## config.mk

```make
export PLATFORM = sky130hd
export DESIGN_NAME = dma_irq_ctl
export DESIGN_NICKNAME = d
export VERILOG_FILES = /design/src/rtl/dma_irq_pkg.sv /design/src/rtl/dma_irq_fields.sv /design/src/rtl/dma_irq_flags.sv /design/src/rtl/dma_irq_master_fsm.sv /design/src/rtl/dma_irq_ctl.sv
export SDC_FILE = /design/constraint.sdc
export NUM_CORES = 1
export LEC_CHECK = 0
export CAP_MARGIN = 20
export CORE_ASPECT_RATIO = 0.9
export CORE_MARGIN = 1.5
export CORE_UTILIZATION = 62
export CTS_CLUSTER_DIAMETER = 50
export DETAILED_ROUTE_END_ITERATION = 6
export DONT_BUFFER_PORTS = 1
export PLACE_DENSITY_LB_ADDON = 0.15
export REMOVE_ABC_BUFFERS = 1
export SLEW_MARGIN = 20
export SYNTH_ARGS = -nofsm -noshare
export SYNTH_HDL_FRONTEND = slang
export SYNTH_SLANG_ARGS = --single-unit
export TNS_END_PERCENT = 50
```

## constraint.sdc

```tcl
create_clock -name clk -period 1.79 [get_ports clk]
set_input_delay 0.358 -clock clk [delete_from_list [all_inputs] [get_ports clk]]
set_output_delay 0.358 -clock clk [all_outputs]
set_load 0.005 [all_outputs]
```

## src/rtl/dma_irq_pkg.sv

```systemverilog
package dma_irq_pkg;
    localparam int WORD_W    = 32;
    localparam int MAX_CH    = 7;
    localparam int SPARE_W   = 6;
    localparam int EN_LSB    = 16;
    localparam int EN_W      = 8;
    localparam int GEN_BIT   = 23;
    localparam int BUSERR_BIT = 15;
    localparam int FLAG_LSB  = 24;
    localparam int MASTER_BIT = 31;

    typedef enum logic {
        ST_QUIET = 1'b0,
        ST_SENT  = 1'b1
    } master_st_e;
endpackage

```

## src/rtl/dma_irq_fields.sv

```systemverilog
module dma_irq_fields
    import dma_irq_pkg::*;
(
    input  logic                 clk,
    input  logic                 rst_n,
    input  logic                 wr_en,
    input  logic [WORD_W-1:0]    wr_data,
    output logic [SPARE_W-1:0]   spare_q,
    output logic                 buserr_q,
    output logic [EN_W-1:0]      en_q,
    output logic                 buserr_d,
    output logic [EN_W-1:0]      en_d
);
    logic [SPARE_W-1:0] spare_d;

    always_comb begin
        spare_d  = wr_en ? wr_data[SPARE_W-1:0]         : spare_q;
        buserr_d = wr_en ? wr_data[BUSERR_BIT]          : buserr_q;
        en_d     = wr_en ? wr_data[EN_LSB +: EN_W]      : en_q;
    end

    always_ff @(posedge clk) begin
        if (!rst_n) begin
            spare_q  <= '0;
            buserr_q <= 1'b0;
            en_q     <= '0;
        end else begin
            spare_q  <= spare_d;
            buserr_q <= buserr_d;
            en_q     <= en_d;
        end
    end


    wr_load_chk: assert property (@(posedge clk) disable iff (!rst_n)
        wr_en |=> (en_q == $past(wr_data[EN_LSB +: EN_W])) && (buserr_q == $past(wr_data[BUSERR_BIT])));
endmodule

```

## src/rtl/dma_irq_flags.sv

```systemverilog
module dma_irq_flags
    import dma_irq_pkg::*;
#(
    parameter int NCH = 7
) (
    input  logic              clk,
    input  logic              rst_n,
    input  logic              wr_en,
    input  logic [WORD_W-1:0] wr_data,
    input  logic [NCH-1:0]    ch_done,
    input  logic [EN_W-1:0]   en_d,
    output logic [NCH-1:0]    flag_q,
    output logic [NCH-1:0]    flag_d
);
    for (genvar n = 0; n < NCH; n++) begin : g_ch
        logic kept;
        logic hit;
        always_comb begin
            kept      = flag_q[n] && !(wr_en && wr_data[FLAG_LSB + n]);
            hit       = ch_done[n] && en_d[n];
            flag_d[n] = kept || hit;
        end
        always_ff @(posedge clk) begin
            if (!rst_n) flag_q[n] <= 1'b0;
            else        flag_q[n] <= flag_d[n];
        end


        no_flag_when_disabled_chk: assert property (@(posedge clk) disable iff (!rst_n)
            (!flag_q[n] && !(ch_done[n] && en_d[n])) |=> !flag_q[n]);

        w1c_clear_chk: assert property (@(posedge clk) disable iff (!rst_n)
            (wr_en && wr_data[FLAG_LSB + n] && !ch_done[n]) |=> !flag_q[n]);
    end
endmodule

```

## src/rtl/dma_irq_master_fsm.sv

```systemverilog
module dma_irq_master_fsm
    import dma_irq_pkg::*;
#(
    parameter int NCH = 7
) (
    input  logic           clk,
    input  logic           rst_n,
    input  logic           gen_d,
    input  logic           buserr_d,
    input  logic [NCH-1:0] flag_d,
    output logic           master_q,
    output logic           irq_pulse
);
    master_st_e state_q, state_d;
    logic       cond;

    always_comb cond = (gen_d && (|flag_d)) || buserr_d;

    always_comb begin
        state_d = state_q;
        unique case (state_q)
            ST_QUIET: if (cond)  state_d = ST_SENT;   // arm
            ST_SENT:  if (!cond) state_d = ST_QUIET;  // release
            default:             state_d = ST_QUIET;
        endcase
    end

    always_ff @(posedge clk) begin
        if (!rst_n) state_q <= ST_QUIET;
        else        state_q <= state_d;
    end

    always_ff @(posedge clk) begin
        if (!rst_n) begin
            irq_pulse <= 1'b0;
        end else begin
            unique case (state_q)
                ST_QUIET: irq_pulse <= cond;
                ST_SENT:  irq_pulse <= 1'b0;
                default:  irq_pulse <= 1'b0;
            endcase
        end
    end

    always_comb master_q = (state_q == ST_SENT);


    irq_single_cycle_chk: assert property (@(posedge clk) disable iff (!rst_n)
        irq_pulse |=> !irq_pulse);

    irq_on_rise_chk: assert property (@(posedge clk) disable iff (!rst_n)
        irq_pulse |-> (master_q && !$past(master_q)));
endmodule

```

## src/rtl/dma_irq_ctl.sv

```systemverilog
module dma_irq_ctl
    import dma_irq_pkg::*;
#(
    parameter int NCH = 7
) (
    input  logic              clk,
    input  logic              rst_n,
    input  logic              wr_en,
    input  logic [31:0]       wr_data,
    input  logic [NCH-1:0]    ch_done,
    output logic [31:0]       ctl_word,
    output logic              irq_pulse
);
    localparam int UNUSED_FLAGS = MAX_CH - NCH;

    logic [SPARE_W-1:0] spare_q;
    logic               buserr_q, buserr_d;
    logic [EN_W-1:0]    en_q, en_d;
    logic [NCH-1:0]     flag_q, flag_d;
    logic               master_q;

    dma_irq_fields u_fields (
        .clk(clk), .rst_n(rst_n), .wr_en(wr_en), .wr_data(wr_data),
        .spare_q(spare_q), .buserr_q(buserr_q), .en_q(en_q),
        .buserr_d(buserr_d), .en_d(en_d)
    );

    dma_irq_flags #(.NCH(NCH)) u_flags (
        .clk(clk), .rst_n(rst_n), .wr_en(wr_en), .wr_data(wr_data),
        .ch_done(ch_done), .en_d(en_d), .flag_q(flag_q), .flag_d(flag_d)
    );

    dma_irq_master_fsm #(.NCH(NCH)) u_master (
        .clk(clk), .rst_n(rst_n), .gen_d(en_d[GEN_BIT-EN_LSB]),
        .buserr_d(buserr_d), .flag_d(flag_d),
        .master_q(master_q), .irq_pulse(irq_pulse)
    );

    always_comb begin
        ctl_word                         = '0;
        ctl_word[SPARE_W-1:0]            = spare_q;
        ctl_word[BUSERR_BIT]             = buserr_q;
        ctl_word[EN_LSB +: EN_W]         = en_q;
        ctl_word[FLAG_LSB +: NCH]        = flag_q;
        ctl_word[MASTER_BIT]             = master_q;
    end

    initial begin
        if (UNUSED_FLAGS < 0) $error("NCH exceeds the flag field");
    end


    reserved_zero_chk: assert property (@(posedge clk) disable iff (!rst_n)
        ctl_word[14:6] == '0);

    master_match_chk: assert property (@(posedge clk) disable iff (!rst_n)
        ctl_word[MASTER_BIT] == ((ctl_word[GEN_BIT] && (|ctl_word[30:24])) || ctl_word[BUSERR_BIT]));
endmodule

```

==> impl_metrics.tcl <==
set metrics [dict create \
    status "finished, final reports clean" \
    fin_area_mm2 0.00115 \
    nets 152 \
    antenna_found_initial 0 \
    setup_ws_ns 0.501 \
    drcViolationCount 0 \
    first_pass_iters 4 \
    cts.sinks 24 \
    antenna_cells 0 \
    yosys.cell_types.count 21 \
    ys_seq_area_share_pct 41.7 \
    hpwl_um 1340 \
    ctsRootBufferMaster "clkbuf_4" \
    min_to "u_flags.flag_q[2]$_SDFF_PN0_" \
    worstPathArrival_ns 1.49 \
    dieWidth_um 48.4 \
    cp-start-kind "register" \
    layout-drive-gt1-share_pct 12.8 \
    wl_um 1840 \
    detail_route.wl_per_cell_um 13.8 \
    r2r_end "u_master.irq_pulse$_SDFF_PP0_" \
    finalCritPeriodShare_pct 72.0 \
    insertion_delay_ns 0.31 \
    grt_max_degree 30 \
    final_util_pct 66.9 \
    top_usage_layer "met2" \
    hold_violations 0 \
    ys_warn_count 0 \
    postSynthAreaPerCell_um2 10.2 \
    area_growth_syn_to_layout_pct -0.326 \
    grt_usage_pct 17.4 \
    numPortBuffers 0 \
    r2r_slack_ns 0.50 \
    peakVddDrop_v 0.000613 \
    use_met3_pct 4.83 \
    routed-via-count 734 \
    ios 75 \
    crit_path_end_kind "register" \
    drv_slew 0 \
    dp_cells 129 \
    place_ws_ns 0.479 \
    final_cell_mix "dfxtp_1 (24), mux2i_1 (14), nor2b_1 (14), conb_1 (9), a21oi_1 (8)" \
    grt_pass1_vias 676 \
    cts_setup_buffers 0 \
    slowest_stage "nor4_2" \
    syn_area_mm2 0.00115 \
    worstSetupStartpoint "u_fields.en_q[0]$_SDFF_PN0_" \
    required_ns 1.99 \
    ctsLongestPathBuffers 2 \
    use_met1_pct 18.6 \
    met2_usage_pct 32.2 \
    drtIter0Drc 17 \
    ys_ff_latch 24 \
    holdCritStartpoint "rst_n" \
    layout_commonest_cell "dfxtp_1" \
    fin_cells 133 \
    path_clk_slew_ns 0.13 \
    dieArea_mm2 0.00213 \
    fp.dieH_um 43.9 \
    ctsHoldBuffers 0 \
    max_freq_mhz 776 \
    grt_pass1_wl_um 2760 \
    synthCells 113 \
    num_rows 14 \
    start_util_pct 67.1 \
    drv_cap 0 \
    avgViaCountPerCell 5.52 \
    hold_class "in -> reg" \
    setup_viol 0 \
    cts_buffers 3 \
    r2r_cells 4 \
    power_density_mw_per_mm2 966 \
    crit_chain "a21oi_1 > o221ai_2 > nor4_2 > a211oi_2" \
    core_area_mm2 0.00172 \
    reg2reg_from "u_fields.en_q[0]$_SDFF_PN0_" \
    p_leak_nw 0.459 \
    path_max_fanout 3 \
    route.antenna.remaining_nets 0 \
    clock_skew_ns 0.00186 \
    place_area_mm2 0.00110 \
    period_minus_slack_ns 1.29 \
    slowest_delay_ns 0.37 \
    cts_tree "yes" \
    rsz0062_at_grt "no" \
    worstSetupPathType "reg -> reg" \
    ctsResizeCount 0 \
    hold_depth 1 \
    gr-total-overflow 0 \
    setup_tns_ns 0 \
    gp_congestion 0.595 \
    h-tree-depth 1 \
]
-- metrics by stage --
step / power, mW / hold WS [ns]
after floorplan: 0.717 / 0.424
after global placement: 0.730 / 0.457
after detailed placement: 0.738 / 0.477
after CTS: 1.12 / 0.154
after global routing: 1.15 / 0.140
final: 1.11 / 0.164
-- flip-flops by register name, summed over array words and instances (netlist names) --
register	count
u_fields.spare_q	6
u_master.master_q	1
u_fields.en_q	8
u_fields.buserr_q	1
u_master.irq_pulse	1
u_flags.flag_q	7
-- worst max-delay path: cells and delay by family (launching register included) --
kind	cells	cell delay, ns
compound gates	3	0.45
flops	1	0.36
simple gates	1	0.37
-- cells in the mapped netlist --
cell type / number / area (um^2)
a211oi_2: 1 / 12.5
mux2i_4: 1 / 22.5
buf_6: 1 / 11.3
conb_1: 1 / 3.75
clkbuf_1: 2 / 7.51
and2b_1: 1 / 7.51
nor4_4: 1 / 21.3
nand3_2: 1 / 10.0
nor2b_1: 14 / 87.6
nand3_1: 6 / 30.0
nor4_2: 1 / 12.5
mux2i_1: 14 / 140
a21oi_1: 8 / 40.0
inv_2: 1 / 3.75
nand2_1: 2 / 7.51
buf_4: 13 / 97.6
o221ai_2: 4 / 60.1
o221ai_1: 3 / 26.3
dfxtp_1: 24 / 480
and2_1: 7 / 43.8
inv_1: 7 / 26.3
-- worst max-delay path by stage --
stage / slack [ns] / endpoint / cells after the start
finish: 0.50 / u_master.irq_pulse$_SDFF_PP0_ / 4
global route: 0.42 / u_master.master_q$_SDFF_PN0_ / 4
CTS: 0.49 / u_master.irq_pulse$_SDFF_PP0_ / 4
detailed placement: 0.48 / u_master.irq_pulse$_SDFF_PP0_ / 4
global placement: 0.54 / u_master.master_q$_SDFF_PN0_ / 4
floorplan: 0.59 / u_master.irq_pulse$_SDFF_PP0_ / 4
-- where the power goes --
part / total (mW) / internal, mW / switching (mW)
clock network: 0.384 / 0.226 / 0.158
registers: 0.602 / 0.571 / 0.0315
logic: 0.123 / 0.0665 / 0.0560
total: 1.11 / 0.864 / 0.246
-- cells by family (layout without fill, tap and decap cells) --
| family | Yosys count | count (layout) | share of synthesized area [%] |
|---|---|---|---|
| simple gates | 33 | 33 | 19.1 |
| mux | 15 | 15 | 14.1 |
| compound gates | 16 | 16 | 12.1 |
| flops | 24 | 24 | 41.7 |
| other cells | 1 | 9 | 0.325 |
| buf+inv | 24 | 12 | 12.7 |
-- area by class of cell --
class | instances | area [um^2]
Clock buffer | 3 | 22.5
Clock inverter | 1 | 30.0
Fill cell | 150 | 568
Inverter | 8 | 30.0
Multi-Input combinational cell | 73 | 556
Sequential cell | 24 | 480
Tap cell | 24 | 30.0
-- per-layer routing --
metal / vias to the layer above / routed length, um
met5: - / 0
met4: 0 / 13
met3: 2 / 143
met2: 43 / 902
met1: 331 / 776
li1: 358 / -
(Power assumes the default switching activity.)
